===== src/rtl/hdlc_tx_framer.sv =====
module hdlc_tx_framer #(
  parameter logic [7:0]  FLAG      = 8'h7E,
  parameter logic [15:0] CRC_POLY  = 16'h8408,
  parameter logic [15:0] CRC_SEED  = 16'hFFFF
) (
  input  logic       clk,
  input  logic       rst_n,
  input  logic       mode_56k,
  input  logic       byte_valid,
  input  logic       byte_sof,
  input  logic       byte_eof,
  input  logic [7:0] byte_data,
  output logic       byte_ready,
  output logic       oct_valid,
  output logic [7:0] oct_data
);
  localparam logic [2:0] RUN_MAX = 3'd5;
  localparam logic [3:0] OCT8    = 4'd8;
  localparam logic [3:0] OCT7    = 4'd7;

  typedef enum logic [3:0] {
    S_IDLE, S_OPEN, S_LOAD, S_DATA, S_CHK_LO, S_CHK_HI, S_CLOSE, S_PAD, S_EXTRA
  } phase_t;

  phase_t      st;
  logic        m56;
  logic [7:0]  sh, first_byte;
  logic [2:0]  bi, ones;
  logic [15:0] crc;
  logic        last_byte;
  logic [7:0]  acc;
  logic [3:0]  cnt;

  function automatic logic [15:0] crc_step(input logic [15:0] c, input logic [7:0] d);
    logic [15:0] r;
    r = c ^ {8'h00, d};
    for (int k = 0; k < 8; k++) r = r[0] ? ((r >> 1) ^ CRC_POLY) : (r >> 1);
    return r;
  endfunction

  logic       emit, stuff, step, last, lbit, full, counted;
  logic [3:0] cnt_n;
  logic [7:0] acc_n, pad_val;

  assign emit    = (st == S_OPEN) || (st == S_DATA) || (st == S_CHK_LO) ||
                   (st == S_CHK_HI) || (st == S_CLOSE);
  assign counted = (st == S_DATA) || (st == S_CHK_LO) || (st == S_CHK_HI);
  assign stuff   = emit && (ones == RUN_MAX);
  assign step    = emit && !stuff;
  assign last    = step && (bi == 3'd7);
  assign lbit    = stuff ? 1'b0 : sh[0];
  assign cnt_n   = cnt + 4'd1;
  assign acc_n   = {lbit, acc[7:1]};
  assign full    = m56 ? (cnt_n == OCT7) : (cnt_n == OCT8);
  assign pad_val = (acc >> (OCT8 - cnt)) | (8'hFF << cnt);
  assign byte_ready = (st == S_IDLE) || (st == S_LOAD);

  always_ff @(posedge clk) begin
    if (!rst_n) begin
      st <= S_IDLE;  m56 <= 1'b0;  sh <= '0;  first_byte <= '0;
      bi <= '0;  ones <= '0;  crc <= CRC_SEED;  last_byte <= 1'b0;
      acc <= '0;  cnt <= '0;  oct_valid <= 1'b0;  oct_data <= 8'hFF;
    end else begin
      oct_valid <= 1'b0;
      oct_data  <= 8'hFF;
      if (emit) begin
        acc <= acc_n;
        if (full) begin
          oct_valid <= 1'b1;
          oct_data  <= m56 ? {1'b1, acc_n[7:1]} : acc_n;
          cnt       <= '0;
        end else begin
          cnt <= cnt_n;
        end
        if (stuff) begin
          ones <= '0;
        end else begin
          sh   <= {1'b0, sh[7:1]};
          bi   <= bi + 3'd1;
          ones <= (counted && sh[0]) ? ones + 3'd1 : 3'd0;
        end
      end
      case (st)
        S_IDLE: if (byte_valid && byte_sof) begin
          m56 <= mode_56k;  first_byte <= byte_data;  last_byte <= byte_eof;
          crc <= crc_step(CRC_SEED, byte_data);
          sh <= FLAG;  bi <= '0;  ones <= '0;  acc <= '0;  cnt <= '0;
          st <= S_OPEN;
        end
        S_LOAD: if (byte_valid) begin
          sh <= byte_data;  last_byte <= byte_eof;
          crc <= crc_step(crc, byte_data);
          st <= S_DATA;
        end
        S_OPEN:   if (last) begin sh <= first_byte; st <= S_DATA; end
        S_DATA:   if (last) begin
          if (last_byte) begin sh <= ~crc[7:0]; st <= S_CHK_LO; end
          else st <= S_LOAD;
        end
        S_CHK_LO: if (last) begin sh <= ~crc[15:8]; st <= S_CHK_HI; end
        S_CHK_HI: if (last) begin sh <= FLAG; st <= S_CLOSE; end
        S_CLOSE:  if (last) st <= full ? S_IDLE : S_PAD;
        S_PAD: begin
          oct_valid <= 1'b1;  oct_data <= pad_val;
          cnt <= '0;  acc <= '0;  st <= S_EXTRA;
        end
        S_EXTRA: begin
          oct_valid <= 1'b1;  oct_data <= 8'hFF;  st <= S_IDLE;
        end
        default: st <= S_IDLE;
      endcase
    end
  end

  assert_idle_ff_R1: assert property (@(posedge clk) disable iff (!rst_n)
    !oct_valid |-> (oct_data == 8'hFF));
  assert_run_limit_R4: assert property (@(posedge clk) disable iff (!rst_n)
    ones <= RUN_MAX);
  assert_octet_fill_R6: assert property (@(posedge clk) disable iff (!rst_n)
    (cnt < OCT8) && (!m56 || cnt < OCT7));
  assert_top_bit_R7: assert property (@(posedge clk) disable iff (!rst_n)
    (oct_valid && m56) |-> oct_data[7]);
  assert_extra_ones_R8: assert property (@(posedge clk) disable iff (!rst_n)
    (st == S_PAD) |=> ##1 (oct_valid && oct_data == 8'hFF));
  assert_busy_after_start_R9: assert property (@(posedge clk) disable iff (!rst_n)
    (st == S_IDLE && byte_valid && byte_sof) |=> !byte_ready);
endmodule


===== config.mk =====
export PLATFORM = sky130hd
export DESIGN_NAME = hdlc_tx_framer
export DESIGN_NICKNAME = d
export VERILOG_FILES = /design/src/rtl/hdlc_tx_framer.sv
export SDC_FILE = /design/constraint.sdc
export NUM_CORES = 1
export LEC_CHECK = 0
export BUFFER_PORTS_ARGS = -buffer_cell sky130_fd_sc_hd__buf_2
export CAP_MARGIN = 20
export CORE_UTILIZATION = 55
export DETAILED_ROUTE_END_ITERATION = 16
export HOLD_SLACK_MARGIN = 0.08
export PLACE_DENSITY_LB_ADDON = 0.3
export SLEW_MARGIN = 10
export SYNTH_ARGS = -nofsm -noshare
export SYNTH_HDL_FRONTEND = slang
export SYNTH_SLANG_ARGS = --single-unit
export TNS_END_PERCENT = 100

===== constraint.sdc =====
create_clock -name clk -period 2.7 [get_ports clk]
set_input_delay 0.27 -clock clk [delete_from_list [all_inputs] [get_ports clk]]
set_output_delay 0.27 -clock clk [all_outputs]
set_load 0.005 [all_outputs]

==> flow_summary.yaml <==
run_status:
  status: "complete, no violations"
job:
  maxCapViolCount: 0
setup_path:
  cp_slowest_cell: "a2111oi_0"
  critical_path.max_stage_delay_ps: 550
  cp_cell_sequence: "ha_1, inv_1, ha_1, nor4_1, a21oi_1, a2111oi_0, o211ai_1"
  cp-startpoint: "cnt[1]"
  end_kind: "flop"
  cp_num_buf_inv: 1
  crit_arrival_ps: 2690
  r2r_start: "cnt[1]"
  cp-start-kind: "flop"
  crit_path_max_fanout: 9
  critPathKind: "reg2reg"
  worstPathRequired_ps: 2920
  r2r_cells: 7
  cpMostUsedCell: "ha_1"
  r2r_slack_ps: 220
  rr_endpoint: "oct_data[7]"
  critPathTopFamily: "compound AO/OA/AOI/OAI gates"
power:
  internal_power_mw: 2.19
  power_density_nw_per_um2: 779
  swShare_pct: 40.0
  p_leak_nw: 1.84
  power_frac_seq_pct: 36.5
  p_switching_mw: 1.46
  clockPowerShare_pct: 23.3
  ir_drop_mv: 0.449
  combPwrFrac_pct: 40.2
  finalPower_mw: 3.65
grt:
  grt_first_pass_wirelength_um: 18400
  grt_use_total_pct: 28.1
  grt_max_degree: 32
  grt_pass1_vias: 3688
  grt_overflow_total: 0
  antenna_found_initial: 0
timing:
  final_max_slew_viol_count: 0
  final.min_clock_period_ps: 2480
  tightest_slew_ps: 835
  fmax_ghz: 0.404
  finalWorstSetupSlack_ps: 225
  finalCritPeriodShare_pct: 91.7
  tns_ps: 0
  grt_setup_unrepaired: "no"
  slew_headroom_pct: 43.5
  hold_viol: 0
  fin_skew_ps: 9.43
  setup_viol: 0
cts:
  cts_tree: "built"
  cts_buffers: 9
  post-cts-setup-buffers: 0
  clk_pin_slew_ps: 80
  cts_resized: 0
  worstSkewPairLatency_ps: 350
  cts_max_level: 3
  cts.sinks: 65
  cts_max_path_buffers: 2
  root_buffer: "clkbuf_8"
  cts_hold_buffers: 0
place:
  io_buffers: 23
  gp_congestion: 0.922
  place_ws_ps: 311
  dp_hpwl_um: 8010
logic_synthesis:
  syn-instance-count: 532
  syn_area_per_cell_sq_um: 8.10
  netlist_area_sq_um: 4310
  ys_async_sr_fraction_pct: 0
  syn-num-nets: 556
  synth_ff_type: "dfxtp_1"
  ys_seq_area_share_pct: 30.2
  ys_ff_latch: 65
  netlist.top_cell.by_area: "dfxtp_1"
  netlist.area_leader.share_pct: 30.2
  yosys_warnings: 0
  synth_edf_count: 0
  yosys-top-cells-area: "dfxtp_1 30%, nand2_1 6.2%, xnor2_1 4.7%"
  synth_cell_types: 65
drt:
  wl_per_cell_um: 17.1
  vias_per_cell: 6.18
  drtIter0Drc: 374
  routed_wl_um: 11000
  first_pass_iters: 5
  drc: 0
  antenna_left: 0
  vias: 3990
finish:
  area_growth_pct: 8.62
  diodes: 0
  final_nets: 567
  drive_gt1_share_pct: 14.6
floorplanning:
  die-area_sq_um: 8190
  core_sq_um: 7410
  num_io_pins: 24
  die_x_um: 90.5
  rows: 31
  die_y_um: 90.5
  start_util_pct: 58.2
worst_hold_path:
  worstHoldEndpoint: "last_byte"
  holdPathStages: 3
  hp-class: "in2reg"
  hold_path.startpoint: "byte_eof"
==> final cells by class <==
type                       count  area, sq um
clock buffer                  11          151
multi-input combinational    408         2750
clock inverter                 4         52.6
sequential                    65         1300
fill                         663         2730
tap                           99          124
timing repair buffer          37          220
inverter                      22         82.6
==> synth_stat cells, types with 3 or more instances <==
| cell | instances |
|---|---|
| a2111oi_0 | 4 |
| a211oi_1 | 8 |
| a21boi_0 | 7 |
| a21oi_1 | 28 |
| a221oi_1 | 7 |
| a22oi_1 | 5 |
| a31oi_1 | 11 |
| and2_1 | 5 |
| buf_2 | 17 |
| clkbuf_1 | 15 |
| dfxtp_1 | 65 |
| ha_1 | 10 |
| inv_1 | 22 |
| mux2_2 | 11 |
| mux2i_1 | 18 |
| mux4_2 | 3 |
| nand2_1 | 71 |
| nand2b_1 | 5 |
| nand3_1 | 8 |
| nor2_1 | 48 |
| nor2b_1 | 13 |
| nor3_1 | 7 |
| o2111ai_1 | 4 |
| o211ai_1 | 17 |
| o21a_1 | 4 |
| o21ai_0 | 19 |
| o221ai_1 | 7 |
| o22ai_1 | 5 |
| o31ai_1 | 3 |
| xnor2_1 | 23 |
| xor2_1 | 17 |
==> cells by family (layout without fill, tap and decap cells) <==
| family | count (synthesis) | after routing | synth area share [%] |
|---|---|---|---|
| AND/OR/NAND/NOR | 180 | 180 | 20.6 |
| multiplexers | 32 | 32 | 8.62 |
| adder cells (fa/ha/maj) | 10 | 10 | 2.90 |
| AO/OA/AOI/OAI | 146 | 146 | 23.4 |
| XOR/XNOR | 40 | 40 | 8.13 |
| buffers and inverters | 59 | 74 | 6.16 |
| flip-flops | 65 | 65 | 30.2 |
==> cell usage in the layout (no fill, tap or decap), drive strengths merged, types with 5 or more instances in the layout <==
cell | Yosys | layout
clkbuf | 15 | 11
nand2b | 5 | 5
o22ai | 5 | 5
xnor2 | 23 | 23
a221oi | 7 | 7
a21boi | 7 | 7
o21ai | 19 | 19
a211oi | 8 | 8
nor2b | 13 | 13
mux2i | 18 | 18
o221ai | 7 | 7
a22oi | 5 | 5
a21oi | 28 | 28
nand2 | 72 | 72
ha | 10 | 10
xor2 | 17 | 17
dfxtp | 65 | 65
o211ai | 17 | 17
buf | 22 | 37
nor2 | 48 | 48
inv | 22 | 22
nor3 | 7 | 7
nand3 | 9 | 9
a31oi | 11 | 11
and2 | 5 | 5
mux2 | 11 | 11
==> stage by stage <==
stage                     cells  area, sq um  hold WS (ps)  utilization (%)
after floorplan             532         4310           414                -
after global placement      631         4480           446             60.4
after detailed placement    631         4480           451             60.4
after CTS                   646         4680           166             63.2
after global routing        646         4680           185             63.2
final                       646         4680           162             63.2
==> how the worst max path moves through the flow <==
stage                  end  slack [ps]  depth (start not counted)
4_1_cts        oct_data[7]         310                          7
2_1_floorplan  oct_data[2]         650                          7
5_1_grt        oct_data[2]          20                          7
6_report       oct_data[7]         220                          7
3_5_place_dp   oct_data[7]         310                          7
3_3_place_gp         sh[4]         500                          6
==> state kept, by name, indices dropped and copies added (netlist names) <==
| signal | cells |
|---|---|
| st | 4 |
| oct_valid | 1 |
| bi | 3 |
| ones | 3 |
| acc | 8 |
| sh | 8 |
| m56 | 1 |
| first_byte | 8 |
| cnt | 4 |
| last_byte | 1 |
| crc | 16 |
| oct_data | 8 |
==> worst min-delay path, delay by kind of cell <==
kind | cells | cell delay (ps)
buffers and inverters | 1 | 70
and+or+nand+nor | 1 | 80
muxes | 1 | 50
==> layer usage <==
layer | GRT usage [%] | wire [um] | vias to the layer above
li1 | - | - | 1931
met1 | 38.8 | 5000 | 1864
met2 | 43.1 | 4990 | 173
met3 | 5.81 | 841 | 22
met4 | 9.81 | 223 | 0
met5 | 0 | 0 | -
==> power by group through the flow <==
stage | registers [mW] | clock network [mW] | logic (mW)
6_report | 1.33 | 0.851 | 1.47
5_1_grt | 1.35 | 0.907 | 1.62
4_1_cts | 1.32 | 0.863 | 1.45
3_5_place_dp | 1.34 | 0 | 1.44
3_3_place_gp | 1.34 | 0 | 1.40
2_1_floorplan | 1.24 | 0 | 1.22
Note: power is estimated with default switching activity, not from simulation.
